--- src/rtl/cal_alarm_pkg.sv ---
package cal_alarm_pkg;

    localparam int DATA_W = 8;
    localparam int ADDR_W = 2;
    localparam int WDAY_N = 7;
    localparam int MIN_W  = 7;
    localparam int HOUR_W = 6;
    localparam int MDAY_W = 6;
    localparam int DC_BIT = DATA_W - 1;

    localparam int CTL_SEL  = 0;
    localparam int CTL_FLAG = 1;
    localparam int CTL_IE   = 2;

    typedef enum logic [ADDR_W-1:0] {
        REG_MIN  = 2'd0,
        REG_HOUR = 2'd1,
        REG_DAY  = 2'd2,
        REG_CTRL = 2'd3
    } reg_sel_e;

    typedef struct packed {
        logic [DATA_W-1:0] amin;
        logic [DATA_W-1:0] ahour;
        logic [DATA_W-1:0] aday;
        logic              day_mode;
        logic              irq_en;
    } alarm_cfg_t;

    typedef struct packed {
        logic [DATA_W-1:0] min;
        logic [DATA_W-1:0] hour;
        logic [DATA_W-1:0] mday;
        logic [WDAY_N-1:0] wday;
    } now_t;

    function automatic logic [DATA_W-1:0] low_mask(input int w);
        logic [DATA_W-1:0] m;
        for (int i = 0; i < DATA_W; i++) m[i] = (i < w);
        return m;
    endfunction

    function automatic logic bcd_field_hit(input logic [DATA_W-1:0] areg,
                                           input logic [DATA_W-1:0] cur,
                                           input int w);
        logic [DATA_W-1:0] m;
        m = low_mask(w);
        return areg[DC_BIT] || ((areg & m) == (cur & m));
    endfunction

endpackage

--- src/rtl/cal_alarm_regs.sv ---
module cal_alarm_regs
    import cal_alarm_pkg::*;
(
    input  logic              clk,
    input  logic              rst,
    input  logic              wr_en,
    input  logic [ADDR_W-1:0] wr_addr,
    input  logic [DATA_W-1:0] wr_data,
    input  logic [ADDR_W-1:0] rd_addr,
    input  logic              flag_i,
    output alarm_cfg_t        cfg_o,
    output logic              clr_req_o,
    output logic [DATA_W-1:0] rd_data
);

    alarm_cfg_t cfg_q;
    reg_sel_e   wsel;
    reg_sel_e   rsel;

    assign wsel = reg_sel_e'(wr_addr);
    assign rsel = reg_sel_e'(rd_addr);

    always_ff @(posedge clk) begin
        if (rst) begin
            cfg_q <= '0;
        end else if (wr_en) begin
            case (wsel)
                REG_MIN:  cfg_q.amin  <= wr_data;
                REG_HOUR: cfg_q.ahour <= wr_data;
                REG_DAY:  cfg_q.aday  <= wr_data;
                REG_CTRL: begin
                    cfg_q.day_mode <= wr_data[CTL_SEL];
                    cfg_q.irq_en   <= wr_data[CTL_IE];
                end
                default: ;
            endcase
        end
    end

    assign clr_req_o = wr_en && (wsel == REG_CTRL) && !wr_data[CTL_FLAG];
    assign cfg_o     = cfg_q;

    always_comb begin
        rd_data = '0;
        case (rsel)
            REG_MIN:  rd_data = cfg_q.amin;
            REG_HOUR: rd_data = cfg_q.ahour;
            REG_DAY:  rd_data = cfg_q.aday;
            REG_CTRL: begin
                rd_data[CTL_SEL]  = cfg_q.day_mode;
                rd_data[CTL_FLAG] = flag_i;
                rd_data[CTL_IE]   = cfg_q.irq_en;
            end
            default: rd_data = '0;
        endcase
    end

endmodule

--- src/rtl/cal_alarm_match.sv ---
module cal_alarm_match
    import cal_alarm_pkg::*;
(
    input  alarm_cfg_t cfg,
    input  now_t       now,
    output logic       hit
);

    logic [WDAY_N-1:0] wd_hits;
    logic min_ok;
    logic hour_ok;
    logic mday_ok;
    logic wday_ok;
    logic day_ok;

    for (genvar i = 0; i < WDAY_N; i++) begin : g_wday
        assign wd_hits[i] = cfg.aday[i] & now.wday[i];
    end

    assign min_ok  = bcd_field_hit(cfg.amin,  now.min,  MIN_W);
    assign hour_ok = bcd_field_hit(cfg.ahour, now.hour, HOUR_W);
    assign mday_ok = bcd_field_hit(cfg.aday,  now.mday, MDAY_W);
    assign wday_ok = cfg.aday[DC_BIT] || (|wd_hits);
    assign day_ok  = cfg.day_mode ? mday_ok : wday_ok;
    assign hit     = min_ok && hour_ok && day_ok;

endmodule

--- src/rtl/cal_alarm_flag.sv ---
module cal_alarm_flag
    import cal_alarm_pkg::*;
(
    input  logic clk,
    input  logic rst,
    input  logic tick,
    input  logic hit,
    input  logic clr_req,
    input  logic irq_en,
    output logic flag_o,
    output logic irq_n
);

    logic flag_q;

    always_ff @(posedge clk) begin
        if (rst)                flag_q <= 1'b0;
        else if (tick && hit)   flag_q <= 1'b1;
        else if (clr_req)       flag_q <= 1'b0;
    end

    assign flag_o = flag_q;
    assign irq_n  = !(flag_q && irq_en);

    // a matching tick always leaves the flag set
    p_set_on_match_r3: assert property (@(posedge clk) disable iff (rst)
        (tick && hit) |=> flag_q);

    // only a clearing write removes the flag
    p_flag_sticky_r7: assert property (@(posedge clk) disable iff (rst)
        (flag_q && !clr_req) |=> flag_q);

    // no rise of the flag without a tick
    p_no_tick_no_set_r8: assert property (@(posedge clk) disable iff (rst)
        !tick |=> !$rose(flag_q));

endmodule

--- src/rtl/cal_alarm.sv ---
module cal_alarm
    import cal_alarm_pkg::*;
(
    input  logic              clk,
    input  logic              rst,
    input  logic              tick_min,
    input  logic [DATA_W-1:0] cur_min,
    input  logic [DATA_W-1:0] cur_hour,
    input  logic [DATA_W-1:0] cur_mday,
    input  logic [WDAY_N-1:0] cur_wday,
    input  logic              wr_en,
    input  logic [ADDR_W-1:0] wr_addr,
    input  logic [DATA_W-1:0] wr_data,
    input  logic [ADDR_W-1:0] rd_addr,
    output logic [DATA_W-1:0] rd_data,
    output logic              irq_n
);

    alarm_cfg_t cfg;
    now_t       now;
    logic       hit;
    logic       clr_req;
    logic       flag;

    assign now = '{min: cur_min, hour: cur_hour, mday: cur_mday, wday: cur_wday};

    cal_alarm_regs u_regs (
        .clk       (clk),
        .rst       (rst),
        .wr_en     (wr_en),
        .wr_addr   (wr_addr),
        .wr_data   (wr_data),
        .rd_addr   (rd_addr),
        .flag_i    (flag),
        .cfg_o     (cfg),
        .clr_req_o (clr_req),
        .rd_data   (rd_data)
    );

    cal_alarm_match u_match (
        .cfg (cfg),
        .now (now),
        .hit (hit)
    );

    cal_alarm_flag u_flag (
        .clk     (clk),
        .rst     (rst),
        .tick    (tick_min),
        .hit     (hit),
        .clr_req (clr_req),
        .irq_en  (cfg.irq_en),
        .flag_o  (flag),
        .irq_n   (irq_n)
    );

    // disabling the interrupt releases the request on the next cycle
    p_ie_release_r10: assert property (@(posedge clk) disable iff (rst)
        (wr_en && wr_addr == REG_CTRL && !wr_data[CTL_IE]) |=> irq_n);

    // an asserted request holds until a control write
    p_irq_hold_r9: assert property (@(posedge clk) disable iff (rst)
        (!irq_n && !(wr_en && wr_addr == REG_CTRL)) |=> !irq_n);

endmodule

--- config.mk ---
export PLATFORM = sky130hd
export DESIGN_NAME = cal_alarm
export DESIGN_NICKNAME = d
export VERILOG_FILES = /design/src/rtl/cal_alarm_pkg.sv /design/src/rtl/cal_alarm_regs.sv /design/src/rtl/cal_alarm_match.sv /design/src/rtl/cal_alarm_flag.sv /design/src/rtl/cal_alarm.sv
export SDC_FILE = /design/constraint.sdc
export NUM_CORES = 1
export LEC_CHECK = 0
export BUFFER_PORTS_ARGS = -buffer_cell sky130_fd_sc_hd__buf_2
export CAP_MARGIN = 20
export CORE_UTILIZATION = 45
export CTS_CLUSTER_SIZE = 24
export DETAILED_ROUTE_END_ITERATION = 6
export MAX_ROUTING_LAYER = met4
export PLACE_DENSITY = 0.71
export SYNTH_ARGS = -nofsm -noshare
export SYNTH_HDL_FRONTEND = slang
export SYNTH_HIERARCHICAL = 1
export SYNTH_SLANG_ARGS = --single-unit
--- constraint.sdc ---
create_clock -name clk -period 1.8 [get_ports clk]
set_input_delay 0.18 -clock clk [delete_from_list [all_inputs] [get_ports clk]]
set_output_delay 0.18 -clock clk [all_outputs]
set_load 0.03 [all_outputs]
After elaboration in Yosys (flattened, before gate mapping) --
Index checks and enable logic that the tools add are counted. W data, S select, Z words.
Storage, ports and cells: flip-flop bits (word level) 27, input bits 47, word-level logic and storage cells 47
Cells by class: equal/unequal tests 9, mux-type cells 5, bitwise operators 7, reduce and logical (&&, ||, !) cells 20
Operators with widths (number):
- $pmux W5 S3 | 1
- $eq A6 B6 Y1 | 2
- $pmux W3 S4 | 1
- $eq A2 B2 Y1 const B | 4
- $reduce_and A2 Y1 | 4
- $and A1 B1 Y1 | 7
- $eq A7 B7 Y1 | 1
- $reduce_or A7 Y1 | 1
- $logic_and A1 B1 Y1 | 6
- $eq A2 B1 Y1 const B | 2
- $logic_not A2 Y1 | 2
- $logic_or A1 B1 Y1 | 4
- $mux W1 | 3
- $logic_not A1 Y1 | 2
- $reduce_bool A2 Y1 | 1

Depth between registers and ports, before layout --
depth after elaboration 7, depth in mapped cells 6, depth with buffers taken out 6

Modules after synthesis --
The synthesis kept the hierarchy.
By module, submodules not included:
- cal_alarm_regs | times used 1, cells each 115, area each 1249.9 sq um, seq. area each 520.5 sq um
- cal_alarm_match | times used 1, cells each 31, area each 255.2 sq um, seq. area each 0.0 sq um
- cal_alarm_flag | times used 1, cells each 5, area each 42.5 sq um, seq. area each 20.0 sq um

Worst setup path after synthesis --
OpenSTA, ideal clock, no wires.
path kind register to register, start register u_regs.cfg_q (netlist bit u_regs/cfg_o[7]), end register u_flag.flag_q (netlist: u_flag/flag_o), library setup time 0.066 ns, arrival time 1.339 ns, required time 1.734 ns, slack 0.395 ns, cell stages (with the launch flop) 6, path buffers 0, period minus slack after synthesis 1.405 ns, cells stage by stage dfxtp_1 > xor2_1 > or4_1 > a211oi_2 > nand2_1 > a21oi_2
Between the ends: cells in the longest elaborated chain, start to end 7, elaborated cells on any way between the ends 10, classes of those cells 1 x eq/ne; 2 x mux; 1 x bitwise; 6 x reduce/logical
Ends and longest elaborated chain:
- start: declaration | RTL line cal_alarm_regs.sv:16 | alarm_cfg_t cfg_q;
- $and A1 B1 Y1 | RTL line cal_alarm_match.sv:17 | assign wd_hits[i] = cfg.aday[i] & now.wday[i];
- $reduce_or A7 Y1 | RTL line cal_alarm_match.sv:23 | assign wday_ok = cfg.aday[DC_BIT] || (|wd_hits);
- $logic_or A1 B1 Y1 | RTL line cal_alarm_match.sv:23
- $mux W1 * | RTL line cal_alarm_match.sv:24 | assign day_ok = cfg.day_mode ? mday_ok : wday_ok;
- $logic_and A1 B1 Y1 * | RTL line cal_alarm_match.sv:25 | assign hit = min_ok && hour_ok && day_ok;
- net hit | RTL line cal_alarm.sv:21 | logic hit;
- $logic_and A1 B1 Y1 * | RTL line cal_alarm_flag.sv:18 | else if (tick && hit) flag_q <= 1'b1;
- $mux W1 or $reduce_bool A2 Y1 (tied branches)
- end signal: assignment | RTL line cal_alarm_flag.sv:17 | if (rst) flag_q <= 1'b0;
- end signal: assignment | RTL line cal_alarm_flag.sv:18
- end signal: assignment | RTL line cal_alarm_flag.sv:19 | else if (clr_req) flag_q <= 1'b0;
- end: declaration | RTL line cal_alarm_flag.sv:14 | logic flag_q;
The timed path passes the listed nets; every way through them passes the cells marked *. A chain may end at the register's enable or synchronous reset.

Worst setup path in the final report --
start register u_regs.cfg_q (netlist bit u_regs/cfg_o[5]), end register u_flag.flag_q (netlist: u_flag/flag_o)
Same word-level chain as after synthesis.

==> results.md <==
- Nets: 245
- Largest net degree at the start of global routing: 36
- Register-to-Register Path Depth: 6
- Syn. warnings: 6
- Setup WS post-layout: 0.163 ns
- DR vias/cell: 5.24
- Worst Setup Start Kind: flip-flop
- DP HPWL: 2900 um
- Num rows: 20
- Max clock buf depth: 2
- Endpoint, Worst Hold: u_flag/flag_o$_SDFFE_PP0P_
- Ports: 56
- Hold crit path type: input port to flip-flop
- Largest family of logic cells by synthesized area: multiplexers
- First-pass GRT wire length: 5820 um
- Setup-failing EPs final: 0
- Initial antenna violation count: 0
- Netlist cell types: 27
- Setup WS pre-CTS: 0.195 ns
- Root buffer cell: clkbuf_4
- Initial drt markers: 48
- Critical path required time: 2.07 ns
- Power Density: 609 nW/um^2
- Clock skew: 0.00503 ns
- Post-CTS Setup Bufs: 0
- Crit end category: flip-flop
- Vias after detailed routing: 1264
- Final max-slew violation count: 0
- CTS Buf Count: 3
- Post-synthesis adder-cell area fraction: 0
- VDD IR max: 0.277 mV
- Top post-synthesis cells by area: dfxtp_1 (35%), mux2i_1 (20%), nand2b_1 (14%), xor2_1 (6.2%), xnor2_1 (4.5%)
- Syn_area_per_cell: 10.2 um^2
- Hold path startpoint: tick_min
- Cts hold-fix bufs: 0
- Fmax: 611 MHz
- Syn nets: 198
- CTS tree: built
- Post-Route WL: 3770 um
- Clk sinks: 27
- Worst-path fanout max: 4
- Hold Path Cell Cnt: 3
- Worst skew pair latency: 0.33 ns
- Starting Density: 0.491
- Post-synthesis compound-gate area fraction: 0.0719
- Slew margin rel.: 0.577
- Reg-to-Reg Start: u_regs/cfg_o[5]$_SDFFE_PP0P_
- Status: completed
- Least-Margin Pin Slew: 0.632 ns
- Mux contribution to synthesized area: 0.244
- H-tree depth: 1
- Hold Vio Cnt, Final: 0
- Yosys top cell area share: 0.349
- Max cap viols: 0
- Fin crit share: 0.909
- Die area: 3680 um^2
- Sequential fraction of the synthesis area: 0.349
- Area Growth Syn to Fin: 19.2%
- Cell taking the most area after synthesis: dfxtp_1
- Fin crit period: 1.64 ns
- Antenna viol nets, final: 0
- Post-Syn Instances: 151
- # diodes: 0
- Synth Area in XOR/XNOR: 0.108
- Synthesized cell area: 1550 um^2
- FF-to-FF End: u_flag/flag_o$_SDFFE_PP0P_
- Layout cells sized above 1: 0.299
- Crit path DAT: 1.90 ns
- Quantity of gates resized following cts: 0
- Post-route insts no fill: 241
- Setup_tns: 0 ns
- Wire length per cell: 15.6 um
- Die width: 60.6 um
- Vias in the first global route: 1244
- RSZ-0062 raised after global routing: no
- Setup CP Type: flip-flop to flip-flop
- LEAKAGE: 0.000839 uW
- Gpl congestion: 0.781
- Core outline area: 3150 um^2
- Post-synthesis simple-gate area fraction: 0.205
- Tot GR Track Use: 0.224
- First-pass DRT Iterations: 4
- Worst-path clk slew: 0.15 ns
- R2r setup slk: 0.16 ns
- Remaining DRCs: 0
- Number of synthesized register bits: 27
- Chip height: 60.6 um
- PortBufs: 50
- Placed cell count: 237
- GRT Residual Overflow: 0
## where the power goes
part / total, uW / switching, uW / internal, uW
logic: 212 / 106 / 105
clock network: 272 / 185 / 86.8
registers: 639 / 20.5 / 618
total: 1120 / 312 / 811
## cell usage in the layout (no fill, tap or decap), types with 2 or more instances in the layout
cell and n:
a31oi_1 2, nand3b_1 2, dfxtp_1 27, nand2_1 2
xor2_1 11, o2bb2ai_1 5, nand2b_1 35, mux4_2 3
xnor2_1 8, a22oi_1 2, nor2_1 2, buf_2 50
nor4_1 2, clkbuf_4 3, mux2i_1 31
## sequential cells by signal, indices dropped and copies added, names as in the netlist
name and flops:
u_flag/flag_o 1, u_regs/cfg_o 26
## synth_stat cells
cell / instances
nand3b_1: 2
nor4_1: 2
nor2_1: 2
nand3_1: 1
a41oi_1: 1
nor3b_2: 1
nand2b_1: 35
dfxtp_1: 27
and3b_1: 1
nand4_1: 1
a22oi_1: 2
nor2b_1: 1
clkbuf_2: 1
a222oi_1: 1
a31oi_1: 2
xor2_1: 11
or3b_1: 1
or4_1: 1
o2bb2ai_1: 5
mux4_2: 3
xnor2_1: 8
a211oi_2: 1
buf_2: 3
clkbuf_1: 4
nand2_1: 2
mux2i_1: 31
a21oi_2: 1
## per-layer routing
| layer | up-vias | share of wire | track usage |
|---|---|---|---|
| li1 | 625 | - | - |
| met1 | 589 | 0.47 | 0.289 |
| met2 | 46 | 0.48 | 0.366 |
| met3 | 4 | 0.042 | 0.0213 |
| met4 | 0 | 0.0095 | 0.0812 |
| met5 | - | 0 | - |
## how the worst max path moves through the flow
stage	cells past startpoint	endpoint	from
finish	6	u_flag/flag_o$_SDFFE_PP0P_	u_regs/cfg_o[5]$_SDFFE_PP0P_
global route	6	u_flag/flag_o$_SDFFE_PP0P_	u_regs/cfg_o[5]$_SDFFE_PP0P_
CTS	6	u_flag/flag_o$_SDFFE_PP0P_	u_regs/cfg_o[5]$_SDFFE_PP0P_
detailed placement	6	u_flag/flag_o$_SDFFE_PP0P_	u_regs/cfg_o[5]$_SDFFE_PP0P_
global placement	5	u_flag/flag_o$_SDFFE_PP0P_	u_regs/cfg_o[7]$_SDFFE_PP0P_
floorplan	5	u_flag/flag_o$_SDFFE_PP0P_	u_regs/cfg_o[7]$_SDFFE_PP0P_
## critical path: stages, from the launching register on
cell and delay (ns):
dfxtp_1 0.44, xnor2_1 0.15, nand4_1 0.10, or4_1 0.46
a211oi_2 0.22, nand2_1 0.09, a21oi_2 0.12
## cells by family after synthesis
| family | after synthesis |
|---|---|
| buffers and inverters | 8 |
| xor gates and xnor gates | 19 |
| muxes | 34 |
| DFF | 27 |
| AOI/OAI and AO/OA | 13 |
| and+or+nand+nor | 50 |
## per-stage QoR
step / cell area (um^2) / hold WS, ns / power, uW / utilization
after floorplan: 1550 / 0.242 / 776 / -
after global placement: 1820 / 0.439 / 855 / 0.577
after detailed placement: 1820 / 0.449 / 862 / 0.577
after CTS: 1840 / 0.0914 / 1120 / 0.585
after global routing: 1840 / 0.0743 / 1180 / 0.585
final: 1840 / 0.0971 / 1120 / 0.585
## cell type report
type	instances	area, um^2
sequential	27	541
timing repair buffer	50	250
clock buffer	4	26.3
tap	44	55.1
fill	292	1310
multi-input combinational	116	972
No activity file was read; power rests on OpenSTA's default activity.
